===== src/rtl/spi_port_pkg.sv =====
package spi_port_pkg;
  localparam int WORD_W     = 16;
  localparam int IDX_W      = $clog2(WORD_W);
  localparam int FIFO_DEPTH = 8;
  localparam int LVL_W      = $clog2(FIFO_DEPTH + 1);
  localparam int HALF_LVL   = FIFO_DEPTH / 2;
  localparam int MIN_WIDTH  = 3;
  localparam int SYNC_W     = 2;
endpackage


===== src/rtl/spi_port_fifo.sv =====
module spi_port_fifo #(
  parameter int W     = 16,
  parameter int DEPTH = 8,
  parameter int AW    = $clog2(DEPTH),
  parameter int CW    = $clog2(DEPTH + 1)
) (
  input  logic          clk,
  input  logic          rst_n,
  input  logic          push,
  input  logic [W-1:0]  din,
  input  logic          pop,
  output logic [W-1:0]  dout,
  output logic [CW-1:0] count,
  output logic          full,
  output logic          empty
);
  logic [W-1:0]  mem [DEPTH];
  logic [AW-1:0] wp_q, wp_d, rp_q, rp_d;
  logic [CW-1:0] cnt_d;
  logic          do_push, do_pop;

  assign full    = (count == CW'(DEPTH));
  assign empty   = (count == '0);
  assign do_push = push & ~full;
  assign do_pop  = pop & ~empty;
  assign dout    = mem[rp_q];

  always_comb begin
    wp_d  = do_push ? AW'(wp_q + 1'b1) : wp_q;
    rp_d  = do_pop  ? AW'(rp_q + 1'b1) : rp_q;
    cnt_d = count;
    if (do_push && !do_pop) cnt_d = count + 1'b1;
    if (do_pop && !do_push) cnt_d = count - 1'b1;
  end

  always_ff @(posedge clk or negedge rst_n) begin
    if (!rst_n) begin
      wp_q  <= '0;
      rp_q  <= '0;
      count <= '0;
    end else begin
      wp_q  <= wp_d;
      rp_q  <= rp_d;
      count <= cnt_d;
    end
  end

  always_ff @(posedge clk) begin
    if (do_push) mem[wp_q] <= din;
  end

  p_full_drop_r2: assert property (@(posedge clk) disable iff (!rst_n)
    (full && push && !pop) |=> (count == $past(count)));
  p_level_bound_r2: assert property (@(posedge clk) disable iff (!rst_n)
    count <= CW'(DEPTH));
endmodule


===== src/rtl/spi_port_clkgen.sv =====
module spi_port_clkgen (
  input  logic       clk,
  input  logic       rst_n,
  input  logic       run,
  input  logic       cpol,
  input  logic [7:0] prescale,
  input  logic [7:0] divider,
  output logic       sclk,
  output logic       lead,
  output logic       trail
);
  logic [6:0] pre_q, pre_d, pre_last, pre_half;
  logic [7:0] div_q, div_d;
  logic       sclk_d, pre_wrap, tick;

  assign pre_half = 7'(prescale >> 1);
  assign pre_last = (pre_half == 7'd0) ? 7'd0 : pre_half - 7'd1;
  assign pre_wrap = (pre_q == pre_last);
  assign tick     = run & pre_wrap & (div_q == divider);
  assign lead     = tick & (sclk == cpol);
  assign trail    = tick & (sclk != cpol);

  always_comb begin
    pre_d  = pre_q;
    div_d  = div_q;
    sclk_d = sclk;
    if (!run) begin
      pre_d  = '0;
      div_d  = '0;
      sclk_d = cpol;
    end else begin
      pre_d = pre_wrap ? 7'd0 : pre_q + 7'd1;
      if (pre_wrap) div_d = (div_q == divider) ? 8'd0 : div_q + 8'd1;
      if (tick) sclk_d = ~sclk;
    end
  end

  always_ff @(posedge clk or negedge rst_n) begin
    if (!rst_n) begin
      pre_q <= '0;
      div_q <= '0;
      sclk  <= 1'b0;
    end else begin
      pre_q <= pre_d;
      div_q <= div_d;
      sclk  <= sclk_d;
    end
  end

  p_idle_level_r4: assert property (@(posedge clk) disable iff (!rst_n)
    (!run && $past(!run) && $stable(cpol)) |-> (sclk == cpol));
endmodule


===== src/rtl/spi_port_shifter.sv =====
module spi_port_shifter import spi_port_pkg::*; (
  input  logic              clk,
  input  logic              rst_n,
  input  logic              load,
  input  logic              abort,
  input  logic [WORD_W-1:0] tx_word,
  input  logic [IDX_W-1:0]  width_m1,
  input  logic              cpha,
  input  logic              lead,
  input  logic              trail,
  input  logic              ser_in,
  output logic              ser_out,
  output logic              busy,
  output logic              done,
  output logic [WORD_W-1:0] rx_word
);
  logic [WORD_W-1:0] txsh_q, txsh_d, rxsh_d;
  logic [IDX_W-1:0]  bidx_q, bidx_d;
  logic              busy_d, done_d, last_bit;

  assign last_bit = (bidx_q == width_m1);
  assign ser_out  = txsh_q[width_m1];

  always_comb begin
    txsh_d = txsh_q;
    rxsh_d = rx_word;
    bidx_d = bidx_q;
    busy_d = busy;
    done_d = 1'b0;
    if (abort) begin
      busy_d = 1'b0;
    end else if (load) begin
      busy_d = 1'b1;
      txsh_d = tx_word;
      rxsh_d = '0;
      bidx_d = '0;
    end else if (busy) begin
      if (lead) begin
        if (!cpha) rxsh_d = {rx_word[WORD_W-2:0], ser_in};
        else if (bidx_q != '0) txsh_d = txsh_q << 1;
      end
      if (trail) begin
        if (cpha) rxsh_d = {rx_word[WORD_W-2:0], ser_in};
        if (last_bit) begin
          busy_d = 1'b0;
          done_d = 1'b1;
        end else begin
          bidx_d = bidx_q + 1'b1;
          if (!cpha) txsh_d = txsh_q << 1;
        end
      end
    end
  end

  always_ff @(posedge clk or negedge rst_n) begin
    if (!rst_n) begin
      txsh_q  <= '0;
      rx_word <= '0;
      bidx_q  <= '0;
      busy    <= 1'b0;
      done    <= 1'b0;
    end else begin
      txsh_q  <= txsh_d;
      rx_word <= rxsh_d;
      bidx_q  <= bidx_d;
      busy    <= busy_d;
      done    <= done_d;
    end
  end

  p_done_ends_frame_r3: assert property (@(posedge clk) disable iff (!rst_n)
    done |-> (!busy && $past(busy)));
endmodule


===== src/rtl/spi_port.sv =====
module spi_port import spi_port_pkg::*; (
  input  logic              clk,
  input  logic              rst_n,
  input  logic              cfg_en,
  input  logic              cfg_master,
  input  logic              cfg_loop,
  input  logic              cfg_cpol,
  input  logic              cfg_cpha,
  input  logic [IDX_W-1:0]  cfg_width,
  input  logic [7:0]        cfg_prescale,
  input  logic [7:0]        cfg_divider,
  input  logic [2:0]        cfg_irq_mask,
  input  logic              tx_push,
  input  logic [WORD_W-1:0] tx_data,
  output logic              tx_full,
  output logic              tx_empty,
  input  logic              rx_pop,
  output logic [WORD_W-1:0] rx_data,
  output logic              rx_empty,
  input  logic              ovr_clr,
  output logic              irq_tx,
  output logic              irq_rx,
  output logic              irq_ovr,
  output logic              sclk_o,
  output logic              ss_n_o,
  output logic              ser_out,
  input  logic              ser_in,
  input  logic              sclk_i,
  input  logic              ss_n_i
);
  logic [SYNC_W-1:0] rst_pipe;
  logic              rst_int;
  logic [SYNC_W:0]   sclk_sync;
  logic [SYNC_W-1:0] ss_sync;
  logic              ovr_q, ovr_d;
  logic [LVL_W-1:0]  tx_lvl, rx_lvl;
  logic [WORD_W-1:0] tx_head, rx_word, load_word;
  logic [IDX_W-1:0]  width_eff;
  logic              busy, done, start, abort, tx_pop, rx_push, rx_full;
  logic              m_lead, m_trail, s_edge, s_lead, s_trail, lead, trail;
  logic              ss_int, ser_in_eff;

  always_ff @(posedge clk or negedge rst_n) begin
    if (!rst_n) rst_pipe <= '0;
    else        rst_pipe <= {rst_pipe[SYNC_W-2:0], 1'b1};
  end
  assign rst_int = rst_pipe[SYNC_W-1];

  always_ff @(posedge clk or negedge rst_int) begin
    if (!rst_int) begin
      sclk_sync <= '0;
      ss_sync   <= '1;
      ovr_q     <= 1'b0;
    end else begin
      sclk_sync <= {sclk_sync[SYNC_W-1:0], sclk_i};
      ss_sync   <= {ss_sync[SYNC_W-2:0], ss_n_i};
      ovr_q     <= ovr_d;
    end
  end

  assign ss_int     = ss_sync[SYNC_W-1];
  assign s_edge     = sclk_sync[SYNC_W] ^ sclk_sync[SYNC_W-1];
  assign s_lead     = s_edge & (sclk_sync[SYNC_W-1] != cfg_cpol);
  assign s_trail    = s_edge & (sclk_sync[SYNC_W-1] == cfg_cpol);
  assign lead       = cfg_master ? m_lead  : s_lead;
  assign trail      = cfg_master ? m_trail : s_trail;
  assign width_eff  = (cfg_width < IDX_W'(MIN_WIDTH)) ? IDX_W'(MIN_WIDTH) : cfg_width;
  assign ser_in_eff = cfg_loop ? ser_out : ser_in;

  always_comb begin
    start = 1'b0;
    abort = 1'b0;
    if (cfg_en && !busy) start = cfg_master ? !tx_empty : !ss_int;
    if (busy) abort = !cfg_en || (!cfg_master && ss_int);
    tx_pop    = start && !tx_empty;
    load_word = tx_empty ? '0 : tx_head;
    rx_push   = done && !rx_full;
    ovr_d     = ovr_clr ? 1'b0 : ovr_q;
    if (done && rx_full) ovr_d = 1'b1;
  end

  assign ss_n_o  = !(busy && cfg_master);
  assign irq_tx  = cfg_irq_mask[0] && (tx_lvl <= LVL_W'(HALF_LVL));
  assign irq_rx  = cfg_irq_mask[1] && (rx_lvl >= LVL_W'(HALF_LVL));
  assign irq_ovr = cfg_irq_mask[2] && ovr_q;

  spi_port_fifo #(.W(WORD_W), .DEPTH(FIFO_DEPTH)) u_txq (
    .clk(clk), .rst_n(rst_int), .push(tx_push), .din(tx_data), .pop(tx_pop),
    .dout(tx_head), .count(tx_lvl), .full(tx_full), .empty(tx_empty));

  spi_port_fifo #(.W(WORD_W), .DEPTH(FIFO_DEPTH)) u_rxq (
    .clk(clk), .rst_n(rst_int), .push(rx_push), .din(rx_word), .pop(rx_pop),
    .dout(rx_data), .count(rx_lvl), .full(rx_full), .empty(rx_empty));

  spi_port_clkgen u_clkgen (
    .clk(clk), .rst_n(rst_int), .run(busy && cfg_master), .cpol(cfg_cpol),
    .prescale(cfg_prescale), .divider(cfg_divider),
    .sclk(sclk_o), .lead(m_lead), .trail(m_trail));

  spi_port_shifter u_shift (
    .clk(clk), .rst_n(rst_int), .load(start), .abort(abort), .tx_word(load_word),
    .width_m1(width_eff), .cpha(cfg_cpha), .lead(lead), .trail(trail),
    .ser_in(ser_in_eff), .ser_out(ser_out), .busy(busy), .done(done),
    .rx_word(rx_word));

  p_disabled_quiet_r7: assert property (@(posedge clk) disable iff (!rst_int)
    !cfg_en |=> ss_n_o);
  p_ovr_needs_full_r8: assert property (@(posedge clk) disable iff (!rst_int)
    $rose(ovr_q) |-> $past(rx_full));
  p_rx_keeps_full_r8: assert property (@(posedge clk) disable iff (!rst_int)
    (rx_full && !rx_pop) |=> rx_full);
endmodule


===== config.mk =====
export PLATFORM = sky130hd
export DESIGN_NAME = spi_port
export DESIGN_NICKNAME = d
export VERILOG_FILES = /design/src/rtl/spi_port_pkg.sv /design/src/rtl/spi_port_fifo.sv /design/src/rtl/spi_port_clkgen.sv /design/src/rtl/spi_port_shifter.sv /design/src/rtl/spi_port.sv
export SDC_FILE = /design/constraint.sdc
export NUM_CORES = 1
export LEC_CHECK = 0
export BUFFER_PORTS_ARGS = -buffer_cell sky130_fd_sc_hd__buf_2
export CELL_PAD_IN_SITES_DETAIL_PLACEMENT = 0
export CELL_PAD_IN_SITES_GLOBAL_PLACEMENT = 1
export CORE_ASPECT_RATIO = 0.6
export CORE_MARGIN = 2
export CORE_UTILIZATION = 35
export DETAILED_ROUTE_END_ITERATION = 8
export GPL_TIMING_DRIVEN = 0
export PLACE_DENSITY_LB_ADDON = 0.1
export SYNTH_ARGS = -nofsm -noshare
export SYNTH_HDL_FRONTEND = slang
export SYNTH_HIERARCHICAL = 1
export SYNTH_SLANG_ARGS = --single-unit

===== constraint.sdc =====
create_clock -name clk -period 3.3 [get_ports clk]
set_clock_uncertainty 0.2 [all_clocks]
set_input_delay 0.33 -clock clk [delete_from_list [all_inputs] [get_ports clk]]
set_output_delay 0.33 -clock clk [all_outputs]
set_load 0.03 [all_outputs]

# After elaboration in Yosys (flattened, before gate mapping)
# Memory sizes are Yosys's and may differ from the RTL's.
# Index checks and enable logic that the tools add are counted.
dict set report op_classes {
  n_addsub 12
  multipliers 0
  div 0
  magnitude_cmp 4
  n_eq_ne 12
  shift 0
  muxes 56
  bitwise_logic 17
  n_reduce_logical 36
}
# operator count
set op_table {}
lappend op_table {{16-bit 2-to-1 mux} 15}
lappend op_table {{4-bit 2-to-1 mux} 9}
lappend op_table {{1-bit 2-to-1 mux} 25}
lappend op_table {{8-bit 2-to-1 mux} 3}
lappend op_table {{7-bit 2-to-1 mux} 3}
lappend op_table {{1-bit logical AND} 13}
lappend op_table {{3-bit by 1-bit adder with 3-bit output, second input constant} 4}
lappend op_table {{4-bit by 1-bit adder with 4-bit output, second input constant} 3}
lappend op_table {{1-bit logical NOT} 11}
lappend op_table {{1-bit AND} 10}
lappend op_table {{2-bit nonzero test} 5}
lappend op_table {{8-bit by 1-bit adder with 8-bit output, second input constant} 1}
lappend op_table {{4-bit == test, second input constant} 2}
lappend op_table {{8-bit == test} 1}
lappend op_table {{4-bit logical NOT} 2}
lappend op_table {{4-bit by 1-bit subtractor with 4-bit output, second input constant} 2}
lappend op_table {{7-bit by 1-bit adder with 7-bit output, second input constant} 1}
lappend op_table {{7-bit == test} 1}
lappend op_table {{7-bit logical NOT} 1}
lappend op_table {{7-bit by 1-bit subtractor with 7-bit output, second input constant} 1}
lappend op_table {{2-bit inequality test, second input constant} 3}
lappend op_table {{1-bit inverter} 6}
lappend op_table {{4-bit by 5-bit < comparator with 1-bit output, second input constant} 1}
lappend op_table {{1-bit binary-select mux with 4-bit select} 1}
lappend op_table {{other kinds (11)} 13}
dict set report word_totals {
  register_bits 82
  latchBits 0
  ramBits 256
  rom_bits 0
  elab_cells 157
  mem_count 2
}
# name words width read_ports rd_clocked_by_memory_dff wr line_no
set mem_list {}
lappend mem_list {u_rxq.mem 8 16 1 0 1 spi_port_fifo.sv:17} ;# logic [W-1:0] mem [DEPTH];
lappend mem_list {u_txq.mem 8 16 1 0 1 spi_port_fifo.sv:17}

# Logic depth before layout (Yosys ltp)
dict set report logic_depth {
  ltp_word 13
  ltp_mapped 15
}

# Cells and area by module
# The synthesis kept the hierarchy.
# module instances cells_per_inst area_each_um2 seq_area_each_um2
set by_module_without_submodules {}
lappend by_module_without_submodules {{spi_port_fifo (u_txq)} 1 253 5575.3 4093.9}
lappend by_module_without_submodules {{spi_port_fifo (u_rxq)} 1 253 5545.3 4093.9}
lappend by_module_without_submodules {spi_port_shifter 1 190 2064.5 950.9}
lappend by_module_without_submodules {spi_port_clkgen 1 145 1270.0 400.4}
lappend by_module_without_submodules {spi_port 1 53 534.3 202.7}

# Least setup slack after synthesis
# OpenSTA, ideal clock, no wires.
dict set report synth_path {
  path_kind {reg2reg}
  startpoint {reg u_txq.count[0]}
  endpoint {reg u_txq.count[3]}
  setup_time_ns 0.134
  arrival_time_ns 4.134
  required_ns 2.966
  path_slack_ns -1.168
  stages_incl_launch_ff 12
  path_buffers 2
  period_less_slack_ns 4.468
  cell_sequence {dfrtp_1 clkbuf_2 nor4_1 buf_6 nor4_4 o41ai_2 inv_1 ha_1 ha_1 or4b_2 o311ai_0 o211ai_1}
}
dict set report synth_between {
  elab_chain_len 9
  word_cells_on_any_way 19
}
# element line_no
set synth_rtl {}
lappend synth_rtl {{start: declaration} spi_port_fifo.sv:13} ;# output logic [CW-1:0] count,
lappend synth_rtl {{start signal: assignment} spi_port_fifo.sv:44} ;# count <= cnt_d;
lappend synth_rtl {{4-bit logical NOT *} spi_port_fifo.sv:23} ;# assign empty = (count == '0);
lappend synth_rtl {{via tx_empty} spi_port.sv:16} ;# output logic tx_empty,
lappend synth_rtl {{1-bit logical NOT *} {spi_port.sv:73, spi_port.sv:75}}
lappend synth_rtl {{1-bit 2-to-1 mux (2 in a row)} spi_port.sv:73} ;# if (cfg_en && !busy) start = cfg_master ? !tx_empty : !ss_int;
lappend synth_rtl {{1-bit logical AND *} spi_port.sv:75} ;# tx_pop = start && !tx_empty;
lappend synth_rtl {{via tx_pop} spi_port.sv:39} ;# logic busy, done, start, abort, tx_pop, rx_push, rx_full;
lappend synth_rtl {{1-bit AND *} spi_port_fifo.sv:25} ;# assign do_pop = pop & ~empty;
lappend synth_rtl {{via u_txq.do_pop} spi_port_fifo.sv:20} ;# logic do_push, do_pop;
lappend synth_rtl {{1-bit logical NOT} spi_port_fifo.sv:32} ;# if (do_push && !do_pop) cnt_d = count + 1'b1;
lappend synth_rtl {{1-bit logical AND} spi_port_fifo.sv:32}
lappend synth_rtl {{2-bit nonzero test (no source line)} --}
# Mark *: on every way through the listed nets, which the timed path passes. The rest lies on a longest branch. The select of a mux whose other input is x is not followed.
# A chain may end at the register's enable or synchronous reset.

# Worst setup path after layout
dict set report layout_path {
  startpoint {reg u_clkgen.pre_q[0]}
  endpoint {reg u_shift.txsh_q[3]}
}
dict set report layout_between {
  word_cells_on_any_way 13
}
# element line_no
set layout_rtl {}
lappend layout_rtl {{start: declaration} spi_port_clkgen.sv:12} ;# logic [6:0] pre_q, pre_d, pre_last, pre_half;
lappend layout_rtl {{start signal: assignment} spi_port_clkgen.sv:44} ;# pre_q <= pre_d;
lappend layout_rtl {{7-bit == test} spi_port_clkgen.sv:18} ;# assign pre_wrap = (pre_q == pre_last);
lappend layout_rtl {{1-bit AND (2 in a row)} spi_port_clkgen.sv:19} ;# assign tick = run & pre_wrap & (div_q == divider);
lappend layout_rtl {{1-bit AND} spi_port_clkgen.sv:21} ;# assign trail = tick & (sclk != cpol);
lappend layout_rtl {{via m_trail} spi_port.sv:40} ;# logic m_lead, m_trail, s_edge, s_lead, s_trail, lead, trail;
lappend layout_rtl {{1-bit 2-to-1 mux} spi_port.sv:66} ;# assign trail = cfg_master ? m_trail : s_trail;
lappend layout_rtl {{via trail} spi_port.sv:40}
lappend layout_rtl {{16-bit 2-to-1 mux} spi_port_shifter.sv:42} ;# if (trail) begin
lappend layout_rtl {{16-bit 2-to-1 mux} spi_port_shifter.sv:37} ;# end else if (busy) begin
lappend layout_rtl {{16-bit 2-to-1 mux} spi_port_shifter.sv:32} ;# end else if (load) begin
lappend layout_rtl {{end signal: assignment} spi_port_shifter.sv:63} ;# txsh_q <= txsh_d;
lappend layout_rtl {{end: declaration} spi_port_shifter.sv:17} ;# logic [WORD_W-1:0] txsh_q, txsh_d, rxsh_d;
# The timed path passes the listed nets, and every way through them passes these cells. The select of a mux whose other input is x is not followed.

==> impl_metrics.env <==
export IMPL_ys_types=75
export IMPL_netlist_area_um2=15000
export IMPL_synth_nets=963
export IMPL_yosysSeqAreaShare=0.650
export IMPL_synth_cells=894
export IMPL_synth_area_top_cells="edfxtp_1 (51%), dfrtp_1 (13%), mux4_1 (7.9%)"
export IMPL_grt_overflow_total=0
export IMPL_dpl_cell_area_um2=16500
export IMPL_drv_cap=0
export IMPL_finalHoldViolations=0
export IMPL_synth_edf_count=256
export IMPL_antenna_found_initial=0
export IMPL_synthArstFlopShare=0.243
export IMPL_cp_start_kind="flip-flop"
export IMPL_clkTransAtPathRegs_ps=60
export IMPL_grt_pass1_wl_um=55500
export IMPL_cts_buffer_depth=3
export IMPL_violations="negative setup slack"
export IMPL_final_util=0.433
export IMPL_post_route_drc_count=0
export IMPL_status="complete, but fails checks"
export IMPL_htreeDepth=2
export IMPL_design_area_um2=18200
export IMPL_tns_ps=-150
export IMPL_drv_slew=0
export IMPL_crit_fanout=6
export IMPL_postRouteWirelength_um=36500
export IMPL_place_congestion=0.762
export IMPL_ant_nets=0
export IMPL_grt_max_degree=44
export IMPL_nets=1143
export IMPL_power_density_nw_per_um2=768
export IMPL_cts_root_buffer="clkbuf_16"
export IMPL_min_path_type="in -> reg"
export IMPL_path_cells="o21ba_4 -> or4_4 -> a21oi_2 -> nor4b_4 -> nand3_2 -> nor3b_2 -> a211o_1 -> and4bb_2 -> o41ai_4 -> and2_1 -> buf_6 -> clkbuf_16 -> o211ai_2"
export IMPL_synthMostInstantiatedCell="edfxtp_1"
export IMPL_dieArea_um2=44600
export IMPL_vias_per_cell=5.23
export IMPL_max_stage_delay_ps=470
export IMPL_io_pins=77
export IMPL_antenna_cells=0
export IMPL_peakVddDrop_v=0.000303
export IMPL_cp_arrival_ps=3580
export IMPL_fp_row_count=58
export IMPL_critPathCaptureType="flip-flop"
export IMPL_detail_route_first_pass_iterations=5
export IMPL_fin_crit_sh=1.01
export IMPL_portBuffers=71
export IMPL_synth_warnings=6
export IMPL_cp_num_buf_inv=2
export IMPL_numCtsBuffers=36
export IMPL_die_x_um=271
export IMPL_dr_total_vias=8738
export IMPL_fin_ws_ps=-19.8
export IMPL_dpl_hpwl_um=24900
export IMPL_synthDominantCellAreaShare=0.513
export IMPL_max_freq_ghz=0.301
export IMPL_worst_slew_pin_slew_ps=887
export IMPL_worst_ep_required_time_ps=3560
export IMPL_crit_family="simple AND/OR/NAND/NOR gates"
export IMPL_synth_main_ff_cell="edfxtp_1"
export IMPL_clock_sinks=338
export IMPL_cts_tree="yes"
export IMPL_rsz0062_at_grt="yes"
export IMPL_wire_per_inst_um=21.8
export IMPL_total_power_mw=14.0
export IMPL_core_area_um2=42100
export IMPL_ys_ff_latch=338
export IMPL_clk_latency_ps=530
export IMPL_synth_common_cells="edfxtp_1 (256), dfrtp_1 (80), nand2_1 (48), mux4_1 (45), mux2_2 (36)"
export IMPL_syn_area_per_cell_um2=16.8
export IMPL_drt_iter0_markers=631
export IMPL_final_layout_size_suffix_gt1_frac=0.303
export IMPL_grt_pass1_vias=8714
export IMPL_grt_usage=0.166
export IMPL_yosysTopAreaCell="edfxtp_1"
export IMPL_cp_slowest_cell="or4_4"
export IMPL_fin_crit_ps=3320
export IMPL_fp_dieH_um=164
export IMPL_critPathKind="reg -> reg"
export IMPL_initial_core_util=0.356
export IMPL_setup_viol=10
export IMPL_power_leakage_nw=6.51
export IMPL_relSlewSlack=0.407
export IMPL_area_growth_syn_to_layout_pct=21.6
timing repair:
| item | 4_1_cts | 5_1_grt |
|---|---|---|
| hold endpoints to repair | 140 | 0 |
| setup buffers | 13 | 9 |
| gates resized for setup | 17 | 13 |
| setup endpoints to repair | 48 | 40 |
| gates cloned | 0 | 1 |
| hold buffers | 25 | 0 |
| pin swaps | 9 | 9 |
worst paths after layout:
kind / from / to / slack (ps) / depth (start not counted)
max: u_clkgen/pre_q[0] / u_shift/txsh_q[3] / -20 / 13
min: ser_in / u_shift/rx_word[0] / 50 / 3
max reg2reg: u_clkgen/pre_q[0] / u_shift/txsh_q[3] / -20 / 13
min reg2reg: rst_pipe[1] / u_shift/rx_word[10] / 140 / 0
max in group asynchronous: rst_pipe[1] / ss_sync[1] / 2050 / 1
min in group asynchronous: rst_pipe[1] / u_shift/rx_word[10] / 140 / 0
sequential cells by signal, summed over array words and instances, names as in the netlist, 4 cells and up:
name / count
u_txq/count: 4
u_rxq/count: 4
u_shift/rx_word: 16
u_rxq/mem: 128
u_clkgen/pre_q: 7
u_shift/bidx_q: 4
u_shift/txsh_q: 16
u_txq/mem: 128
u_clkgen/div_q: 8
routing by layer:
| metal | part of all wire | track usage |
|---|---|---|
| met1 | 0.55 | 0.273 |
| met2 | 0.40 | 0.224 |
| met3 | 0.035 | 0.0284 |
| met4 | 0.016 | 0.0377 |
| met5 | 0 | 0 |
layout by cell type (no fill, tap or decap), drive strengths merged, types with 14 or more instances in the layout:
cell type and n:
o211ai 15, dlygate4sd3 25, nand3 16, nand4 22, nor3 18, clkbuf 80, mux2 37, buf 140
o21ai 14, nor2b 17, nand2 50, dfrtp 80, mux4 69, inv 28, a22o 15, nor2 27
ha 15, edfxtp 256, xnor2 25
kinds of logic (layout without fill, tap and decap cells):
logic type,count (synthesis),count (layout),synth area share
and+or+nand+nor,216,216,0.0836
xor gates and xnor gates,33,33,0.0203
other,1,1,0.000250
adders and majority gates,17,17,0.0152
DFF,338,338,0.650
buffers and inverters,74,281,0.0264
AOI/OAI and AO/OA,104,104,0.0583
muxes,111,111,0.146
cell type report:
type                       count  area [um2]
buffer                        48         327
clock buffer                  55        1110
clock inverter                10        58.8
fill                        3843       23900
inverter                      26         115
multi-input combinational    482        5050
sequential                   338        9750
tap                          570         713
timing repair buffer         142        1110
worst reg2reg max path: cells and delay by family, from the launching register on:
kind                   cells  cell delay, ps
buffers and inverters      2             300
AND/OR/NAND/NOR            6            1520
AO/OA/AOI/OAI              5             830
flip-flops                 1             420
stage by stage:
| step | cells | hold WS, ps | setup slack (ps) |
|---|---|---|---|
| after floorplan | 894 | -166 | -132 |
| after global placement | 1535 | -72.9 | -2470 |
| after detailed placement | 1560 | -70.6 | -826 |
| after CTS | 1663 | 20.6 | -56.6 |
| after global routing | 1671 | 53.8 | -199 |
| final | 1671 | 49.9 | -19.8 |
power by group:
group	internal, mW	switching, mW
registers	5.05	0.366
clock network	2.32	1.67
logic	2.07	2.53
Note: power is estimated with default switching activity, not from simulation.
